### config.mk
export PLATFORM = sky130hd
export DESIGN_NAME = wide_sticky_shr
export DESIGN_NICKNAME = d
export VERILOG_FILES = /design/src/rtl/wsh_pkg.sv /design/src/rtl/wsh_count_clamp.sv /design/src/rtl/wsh_jam_barrel.sv /design/src/rtl/wsh_result_form.sv /design/src/rtl/wide_sticky_shr.sv
export SDC_FILE = /design/constraint.sdc
export NUM_CORES = 1
export LEC_CHECK = 0
export BUFFER_PORTS_ARGS = -buffer_cell sky130_fd_sc_hd__buf_2
export CORE_ASPECT_RATIO = 0.9
export CORE_MARGIN = 5
export CORE_UTILIZATION = 30
export DETAILED_ROUTE_END_ITERATION = 10
export MAX_ROUTING_LAYER = met4
export SLEW_MARGIN = 20
export SYNTH_ARGS = -nofsm -noshare
export SYNTH_HDL_FRONTEND = slang
export SYNTH_HIERARCHICAL = 1
export SYNTH_SLANG_ARGS = --single-unit
### constraint.sdc
create_clock -name vclk -period 8.2
set_clock_uncertainty 0.2 [all_clocks]
set_input_delay 1.64 -clock vclk [all_inputs]
set_output_delay 1.64 -clock vclk [all_outputs]
set_load 0.01 [all_outputs]
### src/rtl/wsh_pkg.sv
package wsh_pkg;

   typedef enum logic {
      SHR_SPLIT = 1'b0,
      SHR_JAM   = 1'b1
   } shr_mode_e;

   // width of a count that can express 0 .. span inclusive (span a power of two)
   function automatic int unsigned sat_cnt_bits(input int unsigned span);
      return $clog2(span) + 1;
   endfunction

endpackage

### src/rtl/wsh_count_clamp.sv
module wsh_count_clamp #(
   parameter int unsigned WORD_W = 64,
   parameter int unsigned CNT_W  = 16,
   parameter int unsigned SAT_W  = 8
) (
   input  logic [CNT_W-1:0] cnt_in,
   output logic [SAT_W-1:0] cnt_sat,
   output logic             cnt_zero,
   output logic             cnt_gt_word
);
   localparam int unsigned SPAN = 2 * WORD_W;
   localparam logic [CNT_W-1:0] SPAN_C = CNT_W'(SPAN);
   localparam logic [CNT_W-1:0] WORD_C = CNT_W'(WORD_W);
   localparam logic [SAT_W-1:0] SPAN_S = SAT_W'(SPAN);

   if (CNT_W < SAT_W) begin : g_bad_cnt
      $error("wsh_count_clamp: CNT_W too narrow to reach the full span");
   end

   always_comb begin
      cnt_zero    = (cnt_in == '0);
      cnt_gt_word = (cnt_in > WORD_C);
      if (cnt_in >= SPAN_C) begin
         cnt_sat = SPAN_S;
      end else begin
         cnt_sat = cnt_in[SAT_W-1:0];
      end
   end
endmodule

### src/rtl/wsh_jam_barrel.sv
module wsh_jam_barrel #(
   parameter int unsigned N     = 128,
   parameter int unsigned AMT_W = 8
) (
   input  logic [N-1:0]     din,
   input  logic [AMT_W-1:0] amt,
   output logic [N-1:0]     dout,
   output logic             lost_any
);
   logic [N-1:0] stage_v [AMT_W+1];
   logic         stage_s [AMT_W+1];

   assign stage_v[0] = din;
   assign stage_s[0] = 1'b0;

   for (genvar k = 0; k < AMT_W; k++) begin : g_stage
      localparam int unsigned STEP = 1 << k;
      if (STEP >= N) begin : g_full
         assign stage_v[k+1] = amt[k] ? '0 : stage_v[k];
         assign stage_s[k+1] = stage_s[k] | (amt[k] & (|stage_v[k]));
      end else begin : g_part
         assign stage_v[k+1] = amt[k] ? (stage_v[k] >> STEP) : stage_v[k];
         assign stage_s[k+1] = stage_s[k] | (amt[k] & (|stage_v[k][STEP-1:0]));
      end
   end

   assign dout     = stage_v[AMT_W];
   assign lost_any = stage_s[AMT_W];
endmodule

### src/rtl/wsh_result_form.sv
module wsh_result_form
   import wsh_pkg::*;
#(
   parameter int unsigned WORD_W = 64
) (
   input  shr_mode_e           mode,
   input  logic                cnt_zero,
   input  logic                cnt_gt_word,
   input  logic [WORD_W-1:0]   hi_in,
   input  logic [WORD_W-1:0]   lo_in,
   input  logic [2*WORD_W-1:0] shifted,
   input  logic                lost_any,
   output logic [WORD_W-1:0]   hi_out,
   output logic [WORD_W-1:0]   lo_out
);
   logic lo_nz;
   logic op_nz;

   assign lo_nz = |lo_in;
   assign op_nz = lo_nz | (|hi_in);

   always_comb begin
      hi_out = shifted[2*WORD_W-1:WORD_W];
      lo_out = shifted[WORD_W-1:0];
      if (mode == SHR_JAM) begin
         lo_out[0] = shifted[0] | lost_any;
      end else if (cnt_gt_word) begin
         hi_out = '0;
         lo_out = {{(WORD_W-1){1'b0}}, op_nz};
      end else begin
         lo_out[0] = shifted[0] | (lo_nz & ~cnt_zero);
      end
   end
endmodule

### src/rtl/wide_sticky_shr.sv
module wide_sticky_shr
   import wsh_pkg::*;
#(
   parameter int unsigned WORD_W = 64,
   parameter int unsigned CNT_W  = 16
) (
   input  logic [WORD_W-1:0] hi_in,
   input  logic [WORD_W-1:0] lo_in,
   input  logic [CNT_W-1:0]  shamt,
   input  logic              jam_mode,
   output logic [WORD_W-1:0] hi_out,
   output logic [WORD_W-1:0] lo_out
);
   localparam int unsigned SPAN  = 2 * WORD_W;
   localparam int unsigned SAT_W = sat_cnt_bits(SPAN);

   if (WORD_W < 2 || (WORD_W & (WORD_W - 1)) != 0) begin : g_bad_word
      $error("wide_sticky_shr: WORD_W must be a power of two of at least 2");
   end

   shr_mode_e         mode;
   logic [SAT_W-1:0]  cnt_sat;
   logic              cnt_zero;
   logic              cnt_gt_word;
   logic [SPAN-1:0]   bar_in;
   logic [SPAN-1:0]   bar_out;
   logic              bar_lost;

   assign mode = shr_mode_e'(jam_mode);

   // split mode discards the low word's own bits; only its OR survives
   assign bar_in = {hi_in, ((mode == SHR_JAM) || cnt_zero) ? lo_in : {WORD_W{1'b0}}};

   wsh_count_clamp #(
      .WORD_W (WORD_W),
      .CNT_W  (CNT_W),
      .SAT_W  (SAT_W)
   ) i_clamp (
      .cnt_in      (shamt),
      .cnt_sat     (cnt_sat),
      .cnt_zero    (cnt_zero),
      .cnt_gt_word (cnt_gt_word)
   );

   wsh_jam_barrel #(
      .N     (SPAN),
      .AMT_W (SAT_W)
   ) i_barrel (
      .din      (bar_in),
      .amt      (cnt_sat),
      .dout     (bar_out),
      .lost_any (bar_lost)
   );

   wsh_result_form #(
      .WORD_W (WORD_W)
   ) i_form (
      .mode        (mode),
      .cnt_zero    (cnt_zero),
      .cnt_gt_word (cnt_gt_word),
      .hi_in       (hi_in),
      .lo_in       (lo_in),
      .shifted     (bar_out),
      .lost_any    (bar_lost),
      .hi_out      (hi_out),
      .lo_out      (lo_out)
   );
endmodule

* After elaboration in Yosys (flattened, before gate mapping)
Cells that the tools add are included.
** Storage, ports and cells
- Word-level logic and storage cells :: 49
- Output and inout bits :: 128
- Memories kept :: 0
- Latch bits :: 0
- Bits of input ports :: 145
- Bits in registers :: 0
- Memory bits (read-only) :: 0
- Memory bits (writable) :: 0
** Operators by class
- Div/mod/pow operators :: 0
- Add/subtract/negate cells :: 0
- Equality and inequality tests :: 0
- Bitwise logic cells :: 20
- Reduce and logical (&&, ||, !) cells :: 11
- Multipliers :: 0
- $lt $le $gt $ge :: 2
- Multiplexer cells :: 16
- Shift-type cells :: 0
** Operator list (number)
- 2-to-1 mux 128 bit :: 8
- 2-to-1 mux 64 bit :: 3
- OR reduction 64 bit :: 3
- OR reduction 128 bit :: 1
- 2-to-1 mux 63 bit :: 2
- OR reduction 32 bit :: 1
- >= comparator 16 x 8 -> 1 bit (second input constant) :: 1
- > comparator 16 x 7 -> 1 bit (second input constant) :: 1
- zero test 16 bit :: 1
- OR reduction 16 bit :: 1
- bitwise OR 1 bit :: 10
- bitwise AND 1 bit :: 9
- 2-to-1 mux 8 bit :: 1
- OR reduction 8 bit :: 1
- OR reduction 4 bit :: 1
- 2-to-1 mux 1 bit :: 2
- OR reduction 2 bit :: 1
- logical OR 1 bit :: 1
- NOT 1 bit :: 1

* Longest topological paths before layout
- Depth after elaboration :: 15
- Depth in mapped cells :: 22
- Mapped depth without buffers :: 16

* Hierarchy
Netlist, hierarchy kept.
** By module, submodules not included
- wsh_jam_barrel :: times used 1, seq. area each 0.0 µm², cells an instance 1513, area each 12605.8 µm²
- wsh_result_form :: times used 1, seq. area each 0.0 µm², cells an instance 191, area each 1163.6 µm²
- wide_sticky_shr :: times used 1, seq. area each 0.0 µm², cells an instance 78, area each 638.1 µm²
- wsh_count_clamp :: times used 1, seq. area each 0.0 µm², cells an instance 18, area each 131.4 µm²

* Worst setup path before layout
Ideal clock, no wire load.
- Kind :: input to output
- From :: input shamt[8]
- To :: output lo_out[0]
- Data required time :: 6360 ps
- Setup slack :: -20 ps
- Stages :: 17
- Arrival :: 6380 ps
- Buffers on the path :: 3
- Cells stage by stage :: or4_4 > nor3_4 > and2_1 > clkbuf_1 > clkbuf_1 > clkbuf_1 > mux4_2 > mux4_2 > mux2_2 > or3_1 > o32a_1 > nor4_1 > nand4_1 > or4_1 > a221o_1 > nor3b_1 > o211ai_1
** Between the ends
- Elaborated cells between the ends (all ways) :: 42
- Classes of those cells :: order compare (2); mux (12); bitwise (19); reduce/logical (9)
** RTL lines
- from (decl) :: RTL line wide_sticky_shr.sv:9 : input logic [CNT_W-1:0] shamt,
- >= comparator 16 x 8 -> 1 bit * :: RTL line wsh_count_clamp.sv:23 : if (cnt_in >= SPAN_C) begin
- 2-to-1 mux 8 bit * :: RTL line wsh_count_clamp.sv:23
- via cnt_sat[3] :: RTL line wide_sticky_shr.sv:22 : logic [SAT_W-1:0] cnt_sat;
- 2-to-1 mux 128 bit :: RTL line wsh_jam_barrel.sv:22 : assign stage_v[k+1] = amt[k] ? (stage_v[k] >> STEP) : stage_v[k];
- 2-to-1 mux 128 bit or OR reduction 16 bit (tied branches) :: RTL line wsh_jam_barrel.sv:22, wsh_jam_barrel.sv:23
- 2-to-1 mux 128 bit, or another cell as far along (2 in a row) :: RTL line wsh_jam_barrel.sv:22
- OR reduction 128 bit, or another cell as far along :: RTL line wsh_jam_barrel.sv:20 : assign stage_s[k+1] = stage_s[k] | (amt[k] & (|stage_v[k]));
- bitwise AND 1 bit or bitwise OR 1 bit (tied branches) :: RTL line wsh_jam_barrel.sv:20, wsh_jam_barrel.sv:23
- bitwise OR 1 bit * :: RTL line wsh_jam_barrel.sv:20
- via bar_lost :: RTL line wide_sticky_shr.sv:27 : logic bar_lost;
- bitwise OR 1 bit * :: RTL line wsh_result_form.sv:26 : lo_out[0] = shifted[0] | lost_any;
- 2-to-1 mux 1 bit * :: RTL line wsh_result_form.sv:25 : if (mode == SHR_JAM) begin
- to (decl) :: RTL line wide_sticky_shr.sv:12 : output logic [WORD_W-1:0] lo_out
The timed path passes the listed nets; every way through them passes the cells marked *.

* Worst setup path in the final report
Same ends and word-level chain as after synthesis.

==> reports/results.tsv <==
metric	value	unit
status	complete, but fails checks	
failed_checks	setup timing	
critPathKind	primary input to output port	
yosysTopAreaCell	mux4_2	
top_level_ports	273	
synthTopCellsByCount	198 x nor2_1, 167 x mux4_2, 145 x and2_1	
hpwl	99.6	mm
grt_pass1_wl	162	mm
arrival	7.31	ns
ys_seq_area_share	0	%
yosysWarnings	6	
ant_nets	0	
grt_pass1_vias	21168	
area_delta_synth_final	57.3	%
syn_nets	1945	
viasPerCell	6.60	
fin_nets	2863	
io_buffers	273	
final_util	47.7	%
powerDensity	36.4	nW/µm²
syn_avg_cell_area	8.08	µm²
initial_core_util	30.3	%
p_leak	0.0107	µW
holdBufCountCts	0	
clockBufferCount	0	
slew_violations	0	
synth_top_family_by_area	multiplexers	
drt-total-wl	118	mm
finalHoldViolations	0	
synth_top_area_share	25.9	%
layout_setup_ws	-0.953	ns
die_area	53000	µm²
n_fill_cell	4830	
setup_viol	1	
drt-initial-drc-count	3291	
cp_max_fo	13	
synth-xor-area-share	0	%
register_area	0	µm²
overflow	0	
worst_slew_pin_slew	1.00	ns
drive_gt1_share	52.8	%
end_kind	output port	
fmax	109	MHz
critPathLaunchType	primary input	
synth_area_leaders	mux4_2 26%, mux2i_1 8.5%, mux2_2 7.6%	
grt_max_degree	97	
rows	76	
synth_simple_gate_area_share	26.2	%
fin_setup_tns	-0.953	ns
finalWeightedCongestion	1.12	
muxShareOfSynthArea	43.9	%
antenna_found_initial	10	
vias	22100	
synth_most_common_cell	nor2_1	
synth_cell_types	81	
wl_per_cell	35.2	µm
timing.final.crit_share	112	%
die_x	242	µm
holdWs	3.79	ns
critPathRequiredTime	6.36	ns
cap_violations	0	
yosys.area_share.adder	0	%
flops_and_latches	0	
hp-class	primary input to output port	
core-area	47900	µm²
synthCells	1800	
period_minus_slack	9.15	ns
rsz0062_at_grt	yes	
relSlewSlack	32.9	%
synth_compound_area_share	23.3	%
grt_usage	43.4	%
firstDrtPassIters	6	
ir_drop	25.0	µV
dieHeight	219	µm
drc_errors	0	
synth_area	14500	µm²
dp_slack	-1.25	ns
[layout make-up]
class                           count  area (µm²)  share of cell area, %
Tap cell                          624         781                   3.41
Multi-Input combinational cell   1601       13800                   60.3
Antenna cell                        8        20.0                 0.0875
Timing Repair Buffer             1098        8210                   35.9
Inverter                           17        71.3                  0.312
[final timing paths]
kind                  startpoint   endpoint  slack, ns  depth (start not counted)
worst max-delay path    shamt[8]  lo_out[0]      -0.95                         20
worst min-delay path   hi_in[10]  lo_out[0]       3.79                          5
[where the power goes]
part           total [µW]  switching (µW)  leakage (µW)  internal [µW]
clock           0.0000769               0  0.0000000534      0.0000769
sequential              0               0             0              0
combinational         832             461        0.0107            371
total                 832             461        0.0107            371
[placed cells by master, fill, tap and decap left out, types with 47 or more instances in the layout]
cell type	n
buf_4	775
buf_2	273
nor2_1	198
mux4_2	171
nand2_1	139
and2_1	139
mux2i_1	114
mux2_2	96
o21a_1	66
o22ai_1	59
o21ai_0	47
[per-layer routing]
metal / GRT usage [%] / wire (µm) / vias up
li1: - / - / 9049
met1: 57.3 / 47100 / 10950
met2: 63.6 / 49300 / 1747
met3: 11.5 / 14600 / 354
met4: 17.2 / 6740 / 0
met5: - / 0 / -
[logic make-up (layout without fill, tap and decap cells)]
logic type | Yosys count | in the layout
other | 0 | 8
and+or+nand+nor | 734 | 735
muxes | 400 | 400
buffers and inverters | 200 | 1115
AOI/OAI and AO/OA | 466 | 466
[per-stage QoR]
stage                     power, µW  std cells  area (µm²)
final                           832       3348       22900
after global routing            844       3344       22900
after CTS                       791       3339       22800
after detailed placement        778       3314       22300
after global placement          775       3314       22300
after floorplan                 289       1800       14500
[critical path, stage by stage]
cell and delay, ns:
buf_2 0.10, or4_4 0.54, nor3_4 0.26, buf_4 0.19, and2_4 0.28, bufbuf_16 0.33, mux4_2 0.44, buf_4 0.20
mux2i_1 0.35, a2bb2oi_1 0.19, o221ai_1 0.25, nor4b_1 0.38, a21oi_1 0.28, nor4_2 0.36, nand4_1 0.11, or4_1 0.49
a221o_2 0.46, nor3b_2 0.20, o211ai_1 0.09, buf_2 0.15
[what timing repair did]
item | 4_1_cts | 5_1_grt
buffers inserted | 21 | 1
gates resized for setup | 44 | 15
setup endpoints to repair | 1 | 1
pin swaps | 21 | 9
cloned | 5 | 0
Note: power is estimated with default switching activity, not from simulation.
